### config.mk
export PLATFORM = sky130hd
export DESIGN_NAME = io_window_unlock
export DESIGN_NICKNAME = d
export VERILOG_FILES = /design/src/rtl/io_unlock_pkg.sv /design/src/rtl/io_unlock_ctrl.sv /design/src/rtl/io_unlock_dp.sv /design/src/rtl/io_window_unlock.sv
export SDC_FILE = /design/constraint.sdc
export NUM_CORES = 1
export LEC_CHECK = 0
export BUFFER_PORTS_ARGS = -buffer_cell sky130_fd_sc_hd__buf_2
export CAP_MARGIN = 20
export CORE_MARGIN = 2
export CORE_UTILIZATION = 45
export DETAILED_ROUTE_END_ITERATION = 10
export GPL_TIMING_DRIVEN = 0
export PLACE_DENSITY = 0.72
export SLEW_MARGIN = 25
export SYNTH_ARGS = -nofsm -noshare
export SYNTH_HDL_FRONTEND = slang
export SYNTH_HIERARCHICAL = 1
export SYNTH_SLANG_ARGS = --single-unit
### constraint.sdc
create_clock -name clk -period 9.96 [get_ports clk]
set_input_delay 0.996 -clock clk [delete_from_list [all_inputs] [get_ports clk]]
set_output_delay 0.996 -clock clk [all_outputs]
set_load 0.02 [all_outputs]
### src/rtl/io_unlock_pkg.sv
package io_unlock_pkg;

  localparam int ADDR_W  = 16;
  localparam int DATA_W  = 8;
  localparam int IDX_W   = 3;
  localparam int IRQ_W   = 3;
  localparam int KEY_LEN = 5;
  localparam int TAB_N   = 2 ** IDX_W;

  typedef struct packed {
    logic cfgLoad;
    logic ctlWr;
  } ioStrobes_t;

  function automatic logic [DATA_W-1:0] magicByte(input int setSel, input int pos);
    logic [DATA_W-1:0] b;
    if (setSel == 0) begin
      case (pos)
        0: b = 8'h59;
        1: b = 8'hB9;
        2: b = 8'hC5;
        3: b = 8'hAE;
        default: b = 8'hA6;
      endcase
    end else begin
      case (pos)
        0: b = 8'h0F;
        1: b = 8'h22;
        2: b = 8'hF0;
        3: b = 8'h20;
        default: b = 8'h80;
      endcase
    end
    return b;
  endfunction

  function automatic logic [ADDR_W-1:0] baseAddr(input int setSel, input logic [IDX_W-1:0] idx);
    logic [ADDR_W-1:0] a;
    if (setSel == 0) begin
      case (idx)
        3'd0: a = 16'h0280;
        3'd1: a = 16'h0290;
        3'd2: a = 16'h0300;
        3'd3: a = 16'h0310;
        3'd4: a = 16'h0330;
        3'd5: a = 16'h0340;
        3'd6: a = 16'h0348;
        default: a = 16'h0350;
      endcase
    end else begin
      case (idx)
        3'd0: a = 16'h0220;
        3'd1: a = 16'h0240;
        3'd2: a = 16'h0280;
        3'd3: a = 16'h02A0;
        3'd4: a = 16'h02C0;
        3'd5: a = 16'h0300;
        3'd6: a = 16'h0320;
        default: a = 16'h0340;
      endcase
    end
    return a;
  endfunction

  function automatic logic [IRQ_W-1:0] irqLegal(input logic [IRQ_W-1:0] v);
    case (v)
      3'd2, 3'd3, 3'd4, 3'd5, 3'd7: return v;
      default: return '0;
    endcase
  endfunction

endpackage

### src/rtl/io_unlock_ctrl.sv
module io_unlock_ctrl
  import io_unlock_pkg::*;
#(
  parameter int MAGIC_SET  = 0,
  parameter logic [15:0] KEY_PORT  = 16'h0779,
  parameter logic [15:0] DATA_PORT = 16'h0379,
  parameter int WIN_SPAN   = 16,
  parameter int CTL_OFFSET = 9
) (
  input  logic              clk,
  input  logic              rstN,
  input  logic [ADDR_W-1:0] ioAddr,
  input  logic              ioWr,
  input  logic [DATA_W-1:0] ioWrData,
  input  logic              winHit,
  input  logic [$clog2(WIN_SPAN)-1:0] winOff,
  output ioStrobes_t        strobes
);

  localparam int STEP_W = $clog2(KEY_LEN + 1);
  localparam int OFF_W  = $clog2(WIN_SPAN);

  logic [STEP_W-1:0] step, nextStep;
  logic keyHit, dataHit, loadNow;

  assign keyHit  = ioWr && (ioAddr == KEY_PORT);
  assign dataHit = ioWr && (ioAddr == DATA_PORT);

  // Key matcher: step counts matched key bytes; KEY_LEN means "await config".
  always_comb begin
    nextStep = step;
    loadNow  = 1'b0;
    if (keyHit) begin
      nextStep = (ioWrData == magicByte(MAGIC_SET, 0)) ? STEP_W'(1) : '0;
    end else if (dataHit) begin
      if (step == STEP_W'(KEY_LEN)) begin
        loadNow  = 1'b1;
        nextStep = '0;
      end else if (step != '0) begin
        nextStep = (ioWrData == magicByte(MAGIC_SET, int'(step))) ? step + 1'b1 : '0;
      end
    end
  end

  always_ff @(posedge clk) begin
    if (!rstN) step <= '0;
    else       step <= nextStep;
  end

  always_comb begin
    strobes.cfgLoad = loadNow;
    strobes.ctlWr   = ioWr && winHit && (winOff == OFF_W'(CTL_OFFSET));
  end

endmodule

### src/rtl/io_unlock_dp.sv
module io_unlock_dp
  import io_unlock_pkg::*;
#(
  parameter int BASE_SET   = 0,
  parameter int WIN_SPAN   = 16,
  parameter int CTL_OFFSET = 9
) (
  input  logic              clk,
  input  logic              rstN,
  input  ioStrobes_t        strobes,
  input  logic [ADDR_W-1:0] ioAddr,
  input  logic              ioWr,
  input  logic              ioRd,
  input  logic [DATA_W-1:0] ioWrData,
  output logic              winHit,
  output logic [$clog2(WIN_SPAN)-1:0] winOff,
  output logic [DATA_W-1:0] ioRdData,
  output logic              winSel,
  output logic [ADDR_W-1:0] winBase,
  output logic [IRQ_W-1:0]  winIrq
);

  localparam int OFF_W = $clog2(WIN_SPAN);

  logic              enReg;
  logic [IDX_W-1:0]  idxReg;
  logic [IRQ_W-1:0]  irqReg;
  logic              ctlBit;
  logic [ADDR_W-1:0] baseTab [TAB_N];
  logic [ADDR_W-1:0] delta;

  for (genvar g = 0; g < TAB_N; g++) begin : g_base
    assign baseTab[g] = baseAddr(BASE_SET, IDX_W'(g));
  end

  always_ff @(posedge clk) begin
    if (!rstN) begin
      enReg  <= 1'b0;
      idxReg <= '0;
      irqReg <= '0;
      ctlBit <= 1'b0;
    end else begin
      if (strobes.cfgLoad) begin
        enReg  <= ioWrData[7];
        idxReg <= ioWrData[IDX_W-1:0];
        irqReg <= irqLegal(ioWrData[6:4]);
      end
      if (strobes.ctlWr) ctlBit <= ioWrData[7];
    end
  end

  assign winBase = baseTab[idxReg];
  assign winIrq  = irqReg;
  assign delta   = ioAddr - winBase;
  assign winHit  = enReg && (ioAddr >= winBase) && (delta < ADDR_W'(WIN_SPAN));
  assign winOff  = delta[OFF_W-1:0];
  assign winSel  = winHit && (ioRd || ioWr);

  always_comb begin
    if (winHit && ioRd)
      ioRdData = (winOff == OFF_W'(CTL_OFFSET)) ? {ctlBit, 7'b0} : 8'h00;
    else
      ioRdData = 8'hFF;
  end

endmodule

### src/rtl/io_window_unlock.sv
module io_window_unlock
  import io_unlock_pkg::*;
#(
  parameter int MAGIC_SET  = 0,
  parameter int BASE_SET   = 0,
  parameter logic [15:0] KEY_PORT  = 16'h0779,
  parameter logic [15:0] DATA_PORT = 16'h0379,
  parameter int WIN_SPAN   = 16,
  parameter int CTL_OFFSET = 9
) (
  input  logic        clk,
  input  logic        rstN,
  input  logic [15:0] ioAddr,
  input  logic        ioWr,
  input  logic        ioRd,
  input  logic [7:0]  ioWrData,
  output logic [7:0]  ioRdData,
  output logic        winSel,
  output logic [15:0] winBase,
  output logic [2:0]  winIrq
);

  localparam int OFF_W = $clog2(WIN_SPAN);

  ioStrobes_t        strobes;
  logic              winHit;
  logic [OFF_W-1:0]  winOff;

  io_unlock_ctrl #(
    .MAGIC_SET(MAGIC_SET), .KEY_PORT(KEY_PORT), .DATA_PORT(DATA_PORT),
    .WIN_SPAN(WIN_SPAN), .CTL_OFFSET(CTL_OFFSET)
  ) u_ctrl (
    .clk(clk), .rstN(rstN), .ioAddr(ioAddr), .ioWr(ioWr), .ioWrData(ioWrData),
    .winHit(winHit), .winOff(winOff), .strobes(strobes)
  );

  io_unlock_dp #(
    .BASE_SET(BASE_SET), .WIN_SPAN(WIN_SPAN), .CTL_OFFSET(CTL_OFFSET)
  ) u_dp (
    .clk(clk), .rstN(rstN), .strobes(strobes), .ioAddr(ioAddr), .ioWr(ioWr),
    .ioRd(ioRd), .ioWrData(ioWrData), .winHit(winHit), .winOff(winOff),
    .ioRdData(ioRdData), .winSel(winSel), .winBase(winBase), .winIrq(winIrq)
  );

endmodule

==> impl_metrics.py <==
metrics = {
    "timing": {
        "final_hold_viol_count": 0,
        "timing.final.ws_setup_ns": 5.182,
        "rsz0062_at_grt": "no",
        "tns_ns": 0,
        "tightest_slew_ns": 0.5105,
        "finalCritPeriodShare_pct": 47.97,
        "finClkSkew_ns": 0.006780,
        "slew_violations": 0,
        "maxSlewHeadroom_pct": 65.97,
        "min_period_ns": 4.778,
        "final-setup-viol-count": 0,
        "fmax_ghz": 0.2093,
    },
    "yosys": {
        "synth_common_cells": "buf_4, nand2_1, ha_1, inv_1, nor2_1",
        "synth_area_um2": 1649,
        "synth_flop_cell": "dfxtp_1",
        "ys_top_cells_by_area": "dfxtp_1, ha_1, buf_4",
        "synth.distinct_cells": 62,
        "synthCells": 213,
        "synth.largest_area_cell": "dfxtp_1",
        "synth_most_common_cell": "buf_4",
        "yosys_warnings": 6,
        "synthArstFlopShare_pct": 0,
        "synth_edf_count": 0,
        "avgSynthCellArea_um2": 7.742,
        "synth-seq-cells": 11,
        "synth_top_area_share_pct": 13.35,
        "synth_seq_area_share_pct": 13.35,
    },
    "floorplanning": {
        "placementRows": 21,
        "die_area_um2": 4165,
        "start_util_pct": 48.28,
        "ioPinCount": 56,
        "die_y_um": 64.54,
        "core_um2": 3416,
        "dieWidth_um": 64.54,
    },
    "worst_setup_path": {
        "crit_buf_inv": 4,
        "cp.arrival_ns": 3.78,
        "worstSetupPathType": "in -> out",
        "crit_path_end_kind": "output pin",
        "worstPathMaxFanout": 7,
        "required_ns": 8.96,
        "cp-start-kind": "input pin",
        "crit_path_top_delay_cell": "or4_1",
        "critPathMaxStageDelay_ns": 0.66,
        "crit_top_cell": "buf_2",
        "crit_chain": "buf_2 > clkbuf_1 > xnor2_1 > ha_1 > a21o_1 > a21oi_1 > nand2_1 > a221oi_2 > o2111ai_1 > or4_1 > buf_4 > buf_2",
        "crit_family": "compound AO/OA/AOI/OAI gates",
    },
    "power": {
        "ir_worst_vdd_v": 0.00004263,
        "pwr_density_cell_nw_per_um2": 56.52,
        "p_clk_share_pct": 27.2,
        "p_leak_uw": 0.0009003,
        "p_int_uw": 76.09,
        "swShare_pct": 32.29,
        "power_uw": 112.4,
        "p_sw_uw": 36.28,
        "p_seq_share_pct": 39.1,
        "p_comb_share_pct": 33.7,
    },
    "drt": {
        "drt_iter0_drc": 56,
        "drt-total-wl_um": 3757,
        "vias_per_cell": 5.114,
        "route.detailed.drc": 0,
        "wl_per_cell_um": 11.89,
        "vias": 1616,
        "antenna_left": 0,
        "dr.pass1.iters": 4,
    },
    "global_route": {
        "first_global_vias": 1407,
        "grt_pass1_wl_um": 6210,
        "antenna_found_initial": 0,
        "grt-ovfl-total": 0,
        "grt_max_degree": 14,
        "grtUsageTotal_pct": 18.41,
    },
    "placement": {
        "port_buffers": 45,
        "place_congestion": 0.8693,
        "hpwlAfterDp_um": 3123,
        "place_ws_ns": 5.211,
        "post-place-cells": 312,
    },
    "clocking": {
        "cts_tree": "done",
        "postCtsHoldBufs": 0,
        "clockRootBuffer": "clkbuf_4",
        "cts_max_level": 1,
        "clk_latency_ns": 0.27,
        "clock_sinks": 11,
        "cts_resized": 0,
        "cts-buffers-inserted": 3,
        "postCtsSetupBuffers": 0,
        "path_clk_slew_ns": 0.07,
        "clock_path_buffers": 2,
    },
    "min_path": {
        "hp-class": "reg -> reg",
    },
    "layout": {
        "seqCellArea_um2": 220.2,
        "multi_input_area_um2": 1226,
        "fillers": 357,
        "area_delta_synth_final_pct": 20.56,
        "fin_nets": 314,
        "n_antenna_cell": 0,
        "final_cells": 316,
        "drive_gt1_share_pct": 31.85,
    },
    "run_status": {
        "status": "completed",
    },
    "run": {
        "drv_cap": 0,
    },
}
sequential cells by signal, indices dropped and copies added (netlist names):
signal / flops
u_ctrl/step: 3
u_dp/ctlBit: 1
u_dp/enReg: 1
u_dp/idxReg: 3
u_dp/winIrq: 3
path summary, 6_finish.rpt:
path | end | startpoint | cells after the start | slack (ns)
max | ioRdData[3] | ioAddr[4] | 12 | 5.18
min | u_dp/winIrq[0] | u_dp/winIrq[0] | 2 | 0.48
max reg2reg | u_dp/ctlBit | u_dp/idxReg[0] | 15 | 6.76
min reg2reg | u_dp/winIrq[0] | u_dp/winIrq[0] | 2 | 0.48
worst register-to-register path, cell delays in order, from the launching register on:
cell and delay, ns:
dfxtp_1 0.38, inv_1 0.10, ha_1 0.31, nand2b_1 0.16, nand2_1 0.10, xnor2_1 0.07, ha_1 0.22, a21o_1 0.18
a21oi_1 0.30, nand2_1 0.18, a221oi_2 0.26, o2111ai_1 0.21, nor3_1 0.21, and3_1 0.19, mux2i_1 0.18, nor2b_1 0.06
logic make-up after synthesis:
logic type	share of synthesized area, %
adder cells (fa/ha/maj)	11.38
AO/OA/AOI/OAI	22.99
buffers and inverters	14.11
XOR/XNOR	2.125
flip-flops	13.35
multiplexers	4.932
AND/OR/NAND/NOR	30.65
other	0.4554
power by group through the flow:
stage | Clock [uW] | Combinational [uW] | Sequential, uW
2_1_floorplan | 0 | 24.3 | 45.0
3_3_place_gp | 0 | 37.3 | 45.0
3_5_place_dp | 0 | 37.5 | 45.0
4_1_cts | 31.8 | 37.7 | 43.9
5_1_grt | 33.3 | 42.0 | 43.9
6_report | 30.6 | 37.8 | 43.9
cells in the final DEF, fill, tap and decap left out, drive strengths merged, types with 10 or more instances in the layout:
cell type,synthesis,layout
conb,2,10
dfxtp,11,11
inv,16,16
buf,21,66
nor2,16,16
ha,15,15
nand2,16,16
nor3,11,11
area by class of cell:
class,count,share of cell area [%]
inverter,16,3.021
tap,46,2.895
timing repair buffer,45,11.33
buffer,24,8.685
clock buffer,4,1.322
sequential,11,11.08
multi-input combinational,170,61.67
per-stage QoR:
step / hold slack, ns / util, % / cell area (um^2)
floorplan: 0.4688 / - / 1679
global placement: 0.4680 / 57.44 / 1962
detailed placement: 0.4742 / 57.44 / 1962
CTS: 0.4857 / 58.21 / 1988
global route: 0.5211 / 58.21 / 1988
finish: 0.4810 / 58.21 / 1988
metal layers:
| metal | up-vias | routed length (um) | track usage (%) |
|---|---|---|---|
| li1 | 854 | - | - |
| met1 | 709 | 1737 | 23.89 |
| met2 | 49 | 1800 | 32.55 |
| met3 | 4 | 179 | 1.215 |
| met4 | 0 | 38 | 5.585 |
| met5 | - | 0 | 0 |
Note: power is estimated with default switching activity, not from simulation.
